[config.mk]
export PLATFORM = sky130hd
export DESIGN_NAME = onebit_ctrl_core
export DESIGN_NICKNAME = d
export VERILOG_FILES = /design/src/rtl/onebit_pkg.sv /design/src/rtl/onebit_decode.sv /design/src/rtl/onebit_result_reg.sv /design/src/rtl/onebit_out_latch.sv /design/src/rtl/onebit_ctrl_core.sv
export SDC_FILE = /design/constraint.sdc
export NUM_CORES = 1
export LEC_CHECK = 0
export ABC_AREA = 1
export BUFFER_PORTS_ARGS = -buffer_cell sky130_fd_sc_hd__buf_2
export CORE_MARGIN = 2
export CORE_UTILIZATION = 40
export DETAILED_ROUTE_END_ITERATION = 16
export MAX_ROUTING_LAYER = met4
export PLACE_DENSITY = 0.78
export SLEW_MARGIN = 20
export SYNTH_ARGS = -nofsm -noshare
export SYNTH_HDL_FRONTEND = slang
export SYNTH_SLANG_ARGS = --single-unit
[constraint.sdc]
create_clock -name clk -period 1.29 [get_ports clk]
set_input_delay 0.1935 -clock clk [delete_from_list [all_inputs] [get_ports clk]]
set_output_delay 0.1935 -clock clk [all_outputs]
set_load 0.01 [all_outputs]
[src/rtl/onebit_pkg.sv]
package onebit_pkg;

  typedef enum logic [3:0] {
    OP_LOAD   = 4'b0001,
    OP_STORE  = 4'b1000,
    OP_STOREN = 4'b1001,
    OP_JUMP   = 4'b1100
  } opcode_e;

  typedef struct packed {
    logic load;
    logic store;
    logic store_inv;
    logic jump;
  } cmd_t;

endpackage

[src/rtl/onebit_decode.sv]
module onebit_decode
  import onebit_pkg::*;
#(
  parameter int ADDR_W  = 3,
  localparam int INSTR_W = 5 + ADDR_W
) (
  input  logic               accept,
  input  logic [INSTR_W-1:0] instr,
  output cmd_t               cmd,
  output logic [ADDR_W-1:0]  addr
);

  logic [3:0] opc;
  logic       io_sel;

  assign opc    = instr[INSTR_W-1 -: 4];
  assign io_sel = instr[ADDR_W];
  assign addr   = instr[ADDR_W-1:0];

  always_comb begin
    cmd = '0;
    if (accept) begin
      unique case (opc)
        OP_LOAD:   cmd.load      = 1'b1;
        OP_STORE:  cmd.store     = io_sel;
        OP_STOREN: cmd.store_inv = io_sel;
        OP_JUMP:   cmd.jump      = 1'b1;
        default:   cmd = '0;
      endcase
    end
  end

endmodule

[src/rtl/onebit_result_reg.sv]
module onebit_result_reg #(
  parameter int PORT_W = 8,
  localparam int ADDR_W = $clog2(PORT_W)
) (
  input  logic              clk,
  input  logic              rst,
  input  logic              load,
  input  logic [PORT_W-1:0] in_bus,
  input  logic [ADDR_W-1:0] addr,
  output logic              rr
);

  always_ff @(posedge clk) begin
    if (rst)       rr <= 1'b0;
    else if (load) rr <= in_bus[addr];
  end

  // a load copies the addressed input bit
  assert_load_copy_R2: assert property (@(posedge clk) disable iff (rst)
    load |=> rr == $past(in_bus[addr]));

  // without a load the result bit holds
  assert_rr_hold_R7: assert property (@(posedge clk) disable iff (rst)
    !load |=> $stable(rr));

endmodule

[src/rtl/onebit_out_latch.sv]
module onebit_out_latch #(
  parameter int PORT_W = 8,
  localparam int ADDR_W = $clog2(PORT_W)
) (
  input  logic              clk,
  input  logic              rst,
  input  logic              wr_en,
  input  logic              wr_val,
  input  logic [ADDR_W-1:0] addr,
  output logic [PORT_W-1:0] q
);

  for (genvar b = 0; b < PORT_W; b++) begin : g_bit
    logic hit;
    assign hit = wr_en && (addr == ADDR_W'(b));
    always_ff @(posedge clk) begin
      if (rst)      q[b] <= 1'b0;
      else if (hit) q[b] <= wr_val;
    end
  end

  // only the addressed bit may move on a write
  assert_write_mask_R3: assert property (@(posedge clk) disable iff (rst)
    wr_en |=> ((q ^ $past(q)) & ~(PORT_W'(1) << $past(addr))) == '0);

  // the addressed bit takes the written value
  assert_write_value_R4: assert property (@(posedge clk) disable iff (rst)
    wr_en |=> q[$past(addr)] == $past(wr_val));

  // no write, no change
  assert_latch_hold_R5: assert property (@(posedge clk) disable iff (rst)
    !wr_en |=> $stable(q));

endmodule

[src/rtl/onebit_ctrl_core.sv]
module onebit_ctrl_core
  import onebit_pkg::*;
#(
  parameter int PORT_W = 8,
  localparam int ADDR_W  = $clog2(PORT_W),
  localparam int INSTR_W = 5 + ADDR_W
) (
  input  logic               clk,
  input  logic               rst,
  input  logic               instr_valid,
  output logic               instr_ready,
  input  logic [INSTR_W-1:0] instr_data,
  input  logic [PORT_W-1:0]  in_bus,
  output logic [PORT_W-1:0]  out_reg,
  output logic               result_bit,
  output logic               jump_flag
);

  logic              accept;
  cmd_t              cmd;
  logic [ADDR_W-1:0] addr;
  logic              rr;

  assign accept = instr_valid && instr_ready;

  always_ff @(posedge clk) begin
    if (rst) begin
      instr_ready <= 1'b0;
      jump_flag   <= 1'b0;
    end else begin
      instr_ready <= 1'b1;
      jump_flag   <= cmd.jump;
    end
  end

  onebit_decode #(.ADDR_W(ADDR_W)) u_decode (
    .accept (accept),
    .instr  (instr_data),
    .cmd    (cmd),
    .addr   (addr)
  );

  onebit_result_reg #(.PORT_W(PORT_W)) u_rr (
    .clk    (clk),
    .rst    (rst),
    .load   (cmd.load),
    .in_bus (in_bus),
    .addr   (addr),
    .rr     (rr)
  );

  onebit_out_latch #(.PORT_W(PORT_W)) u_out (
    .clk    (clk),
    .rst    (rst),
    .wr_en  (cmd.store || cmd.store_inv),
    .wr_val (cmd.store_inv ? ~rr : rr),
    .addr   (addr),
    .q      (out_reg)
  );

  assign result_bit = rr;

  // an accepted jump raises the flag on the next cycle
  assert_jump_set_R6: assert property (@(posedge clk) disable iff (rst)
    (accept && instr_data[INSTR_W-1 -: 4] == OP_JUMP) |=> jump_flag);

  // anything else leaves the flag low
  assert_jump_clear_R6: assert property (@(posedge clk) disable iff (rst)
    !(accept && instr_data[INSTR_W-1 -: 4] == OP_JUMP) |=> !jump_flag);

  // a store with I/O select cleared leaves the latch as it was
  assert_io_off_R5: assert property (@(posedge clk) disable iff (rst)
    (accept && !instr_data[ADDR_W]) |=> $stable(out_reg));

  // ready stays high once out of reset
  assert_ready_high_R9: assert property (@(posedge clk) disable iff (rst)
    instr_ready |=> instr_ready);

endmodule

* Word-level counts from Yosys, hierarchy flattened
Index checks and enable logic that the tools add are counted.
Operators by class: $lt $le $gt $ge 1, reductions and logical operators 12, bitwise gates (word level) 2, divide/modulo/power cells 0, shift operators 0, multipliers 0, mux-type cells 9, equality and inequality tests 11, add/sub/neg operators 0
Operators with widths (number):
- 3-bit == test (second input constant) | 4
- 4-bit == test (second input constant) | 3
- 1-bit logical AND | 9
- 1-bit two-way mux | 7
- 3-bit by 2-bit == test with 1-bit output (second input constant) | 2
- 4-bit by 1-bit == test with 1-bit output (second input constant) | 1
- 3-bit by 4-bit < comparator with 1-bit output (second input constant) | 1
- 4-bit two-way mux | 1
- 1-bit binary-select mux with 3-bit select | 1
- 3-bit by 1-bit == test with 1-bit output (second input constant) | 1
- 3-bit zero test | 1
- 1-bit NOT | 2
- 2-bit OR reduction | 1
- 1-bit logical OR | 1
Storage, ports and cells: memory bits (writable) 0, logic and storage cells 46, flip-flop bits (word level) 11, latch bits 0, memories kept 0, ROM bits 0

* Longest topological paths before layout
depth in word-level cells 5, depth in mapped cells 8, gate-level depth less buffers 8

* Modules after synthesis
Synthesis repeated with hierarchy kept, for this count alone.
Unflattened totals: cell total of the unflattened synthesis 113, area total of the unflattened synthesis 673.1 µm²
Modules (own cells, without submodules):
- onebit_out_latch | area an instance 362.8 µm², instances 1, cells each 54
- onebit_result_reg | area an instance 140.1 µm², instances 1, cells each 28
- onebit_decode | area an instance 86.3 µm², instances 1, cells each 18
- onebit_ctrl_core | area an instance 83.8 µm², instances 1, cells each 13

* Worst setup path after synthesis
No wires, ideal clock.
path type reg2reg, from register instr_ready, to register u_out.q[0], slack 0.218 ns, library setup time 0.112 ns, cell stages (with the launch flop) 8, data required time 1.178 ns, arrival 0.961 ns, cells stage by stage dfxtp_1 > nand2_1 > inv_1 > nand3_1 > nand2_1 > nand2_2 > nor2_1 > nor2_1
Between the ends: word-level cells in the longest chain between the ends 4, elaborated cells on any way between the ends 5, those cells by class 2 x mux; 3 x reduce/logical
RTL lines:
- from (decl) | line onebit_ctrl_core.sv:11 | output logic instr_ready,
- from (signal assigned) | line onebit_ctrl_core.sv:28 | instr_ready <= 1'b0;
- from (signal assigned) | line onebit_ctrl_core.sv:31 | instr_ready <= 1'b1;
- 1-bit logical AND * | line onebit_ctrl_core.sv:24 | assign accept = instr_valid && instr_ready;
- 4-bit two-way mux * | line onebit_decode.sv:22 | if (accept) begin
- 1-bit logical OR | line onebit_ctrl_core.sv:55 | .wr_en (cmd.store || cmd.store_inv),
- 1-bit logical AND | line onebit_out_latch.sv:15 | assign hit = wr_en && (addr == ADDR_W'(b));
- to (signal, indexed assignment) | line onebit_out_latch.sv:18 | else if (hit) q[b] <= wr_val;
- to (decl) | line onebit_out_latch.sv:10 | output logic [PORT_W-1:0] q
Every way passes the cells marked *; elsewhere a longest branch is shown, timed or not. A chain may end at the register's enable or synchronous reset.

* Final worst setup path
from register instr_ready, to register u_out.q[7]
The elaborated chain is that of the path after synthesis.

==> reports/summary.txt <==
Synth warn = 0
CP arrival = 1300 ps
Syn nets = 145
Met3 wire length = 96 µm
Final Hold Fails = 0
Resized cells post-CTS = 0
Cell area after layout = 944.7 µm²
Outcome = finished, final reports clean
IO buf count = 29
Share of cells above drive strength 1 = 0.2803
Int Pwr = 508.3 µW
Post-CTS Setup Bufs = 0
Drt wl/cell = 9.319 µm
FP Rows = 15
Worst-Skew Late Latency = 270 ps
Slew margin rel. = 0.8105
Gpl congestion = 0.8182
Sink Count = 11
Max-cap violations = 0
Worst-path fanout max = 13
Global route overflow = 0
Worst slew pin tran = 282.5 ps
Hpwl dp = 1.296 mm
Core area = 1745 µm²
First-pass GRT wire length = 2.739 mm
# diodes = 0
Setup_tns = 0 ps
Netlist cell types = 19
CTS tree = built
Crit path required time = 1500 ps
Logic gate share of total power = 0.175
Residual DRC = 0
Worst VDD drop = 0.5016 mV
Final Skew = 0.9587 ps
I/O Pins = 30
Mapped Cells = 126
Hold Path Class = primary input to register
Area after DPL = 918.4 µm²
Register area = 220.2 µm²
WL met1 = 728 µm
Vias in the first global route = 700
Placed cell count = 178
Clk root buf = clkbuf_4
P&R area growth vs syn = 25.00%
Drt initial violations = 10
P_sw = 192.6 µW
Crit Path Category = register to register
GR Util All Layers = 0.1760
Seq pwr share = 0.489
Initial cell density of the core = 0.4330
Fillers = 188
Clock Power Share = 0.336
Largest net degree at the start of global routing = 14
Synth Register Bits = 11
DR pass1 iterations = 4
Minimum clock period = 1095 ps
Clk buf depth = 2
CTS H-Tree Depth = 1
Final nets = 177
Final non-filler cell total = 182
Vias/cell = 4.610
Count of final setup violators = 0
Num CTS Buffers = 3
Static Leak = 0.5146 nW
Final cycle utilization of the critical path = 0.8491
Die area = 2253 µm²
CP endpoint kind = register
Met2 Wirelength = 866 µm
Avg Inst Size Synth = 5.998 µm²
F_max = 913.0 MHz
WL final = 1.696 mm
Overall die width = 47.47 µm
Hold-fix buffers, CTS = 0
Register clock-pin slew on the reported worst setup and hold paths = 70 ps
ANT nets after route = 0
Initial antenna violation count = 0
Max layer used = met4
Max-slew violations = 0
Pwr Total = 700.9 µW
Multi-input combinational cell area = 415.4 µm²
PwrDens = 742.0 nW/µm²
Sequential area share after synthesis = 0.2914
RSZ-0062 raised after global routing = false
Detailed-route via count = 839
Post-synthesis cell area = 755.7 µm²
Switch share = 0.2748
Die Y = 47.47 µm
Startpoint types = register
Hold Slack = 94.85 ps
-- per-stage QoR --
stage	setup WS [ps]	util
floorplan	217.5	-
global placement	217.8	0.5262
detailed placement	181.7	0.5262
CTS	191.4	0.5412
global route	33.13	0.5412
finish	194.7	0.5412
-- worst paths after layout --
kind / slack [ps] / startpoint / end / cells after the start
setup / recovery: 190 / instr_ready / u_out.q[7] / 7
hold / removal: 90 / rst / u_rr.rr / 2
setup reg to reg: 190 / instr_ready / u_out.q[7] / 7
hold reg to reg: 500 / u_rr.rr / u_rr.rr / 2
-- critical path: stages, from the launching register on --
cell and delay [ps]:
dfxtp_1 320, nand2_1 80, inv_1 100, buf_4 200, nand3_1 120, nand2_1 70, nand2_1 40, nor2_1 100
-- registers in the layout, summed over array words and instances, names as in the netlist --
register     cells
instr_ready      1
jump_flag        1
u_rr.rr          1
u_out.q          8
-- synthesized netlist by cell type --
cell type / instances / area (µm²)
nor2_2: 1 / 6.260
buf_6: 3 / 33.78
nor3_4: 1 / 16.27
inv_1: 18 / 67.56
dfxtp_1: 11 / 220.2
clkinv_1: 1 / 3.750
nand2_2: 2 / 12.51
nand4_1: 5 / 31.28
nand3_1: 12 / 60.06
nor2_1: 26 / 97.59
nand2_1: 36 / 135.1
a21oi_1: 1 / 5.000
buf_4: 1 / 7.510
nand3_2: 2 / 20.02
nor3_2: 1 / 10.01
nor3_1: 1 / 5.000
inv_2: 2 / 7.510
o21ai_0: 1 / 5.000
nor2_4: 1 / 11.26
-- area by class of cell --
class	instances	area share
sequential	11	0.2331
tap	25	0.03311
multi-input combinational	90	0.4397
clock buffer	4	0.02781
timing repair buffer	31	0.1828
inverter	21	0.08344
-- power by group through the flow --
stage	registers, mW	logic, mW	clock network, mW
detailed placement	0.351	0.121	0
floorplan	0.353	0.0776	0
CTS	0.343	0.123	0.246
finish	0.343	0.123	0.235
global placement	0.351	0.117	0
global route	0.343	0.139	0.257
-- per-layer routing --
| metal | track usage | up-vias |
|---|---|---|
| li1 | - | 449 |
| met1 | 0.1908 | 367 |
| met2 | 0.3135 | 21 |
| met3 | 0.05660 | 2 |
| met4 | 0.03333 | 0 |
| met5 | - | - |
-- cell families after synthesis --
family / share of synthesized area
buffers and inverters: 0.1589
DFF: 0.2914
and+or+nand+nor: 0.5364
AOI/OAI and AO/OA: 0.01323
-- layout by cell type (no fill, tap or decap), drive strengths merged --
cell and n:
a21oi 1, buf 31, clkbuf 4, clkinv 1, dfxtp 11, inv 20, nand2 38, nand3 14
nand4 5, nor2 28, nor3 3, o21ai 1
No activity file was read; power rests on OpenSTA's default activity.
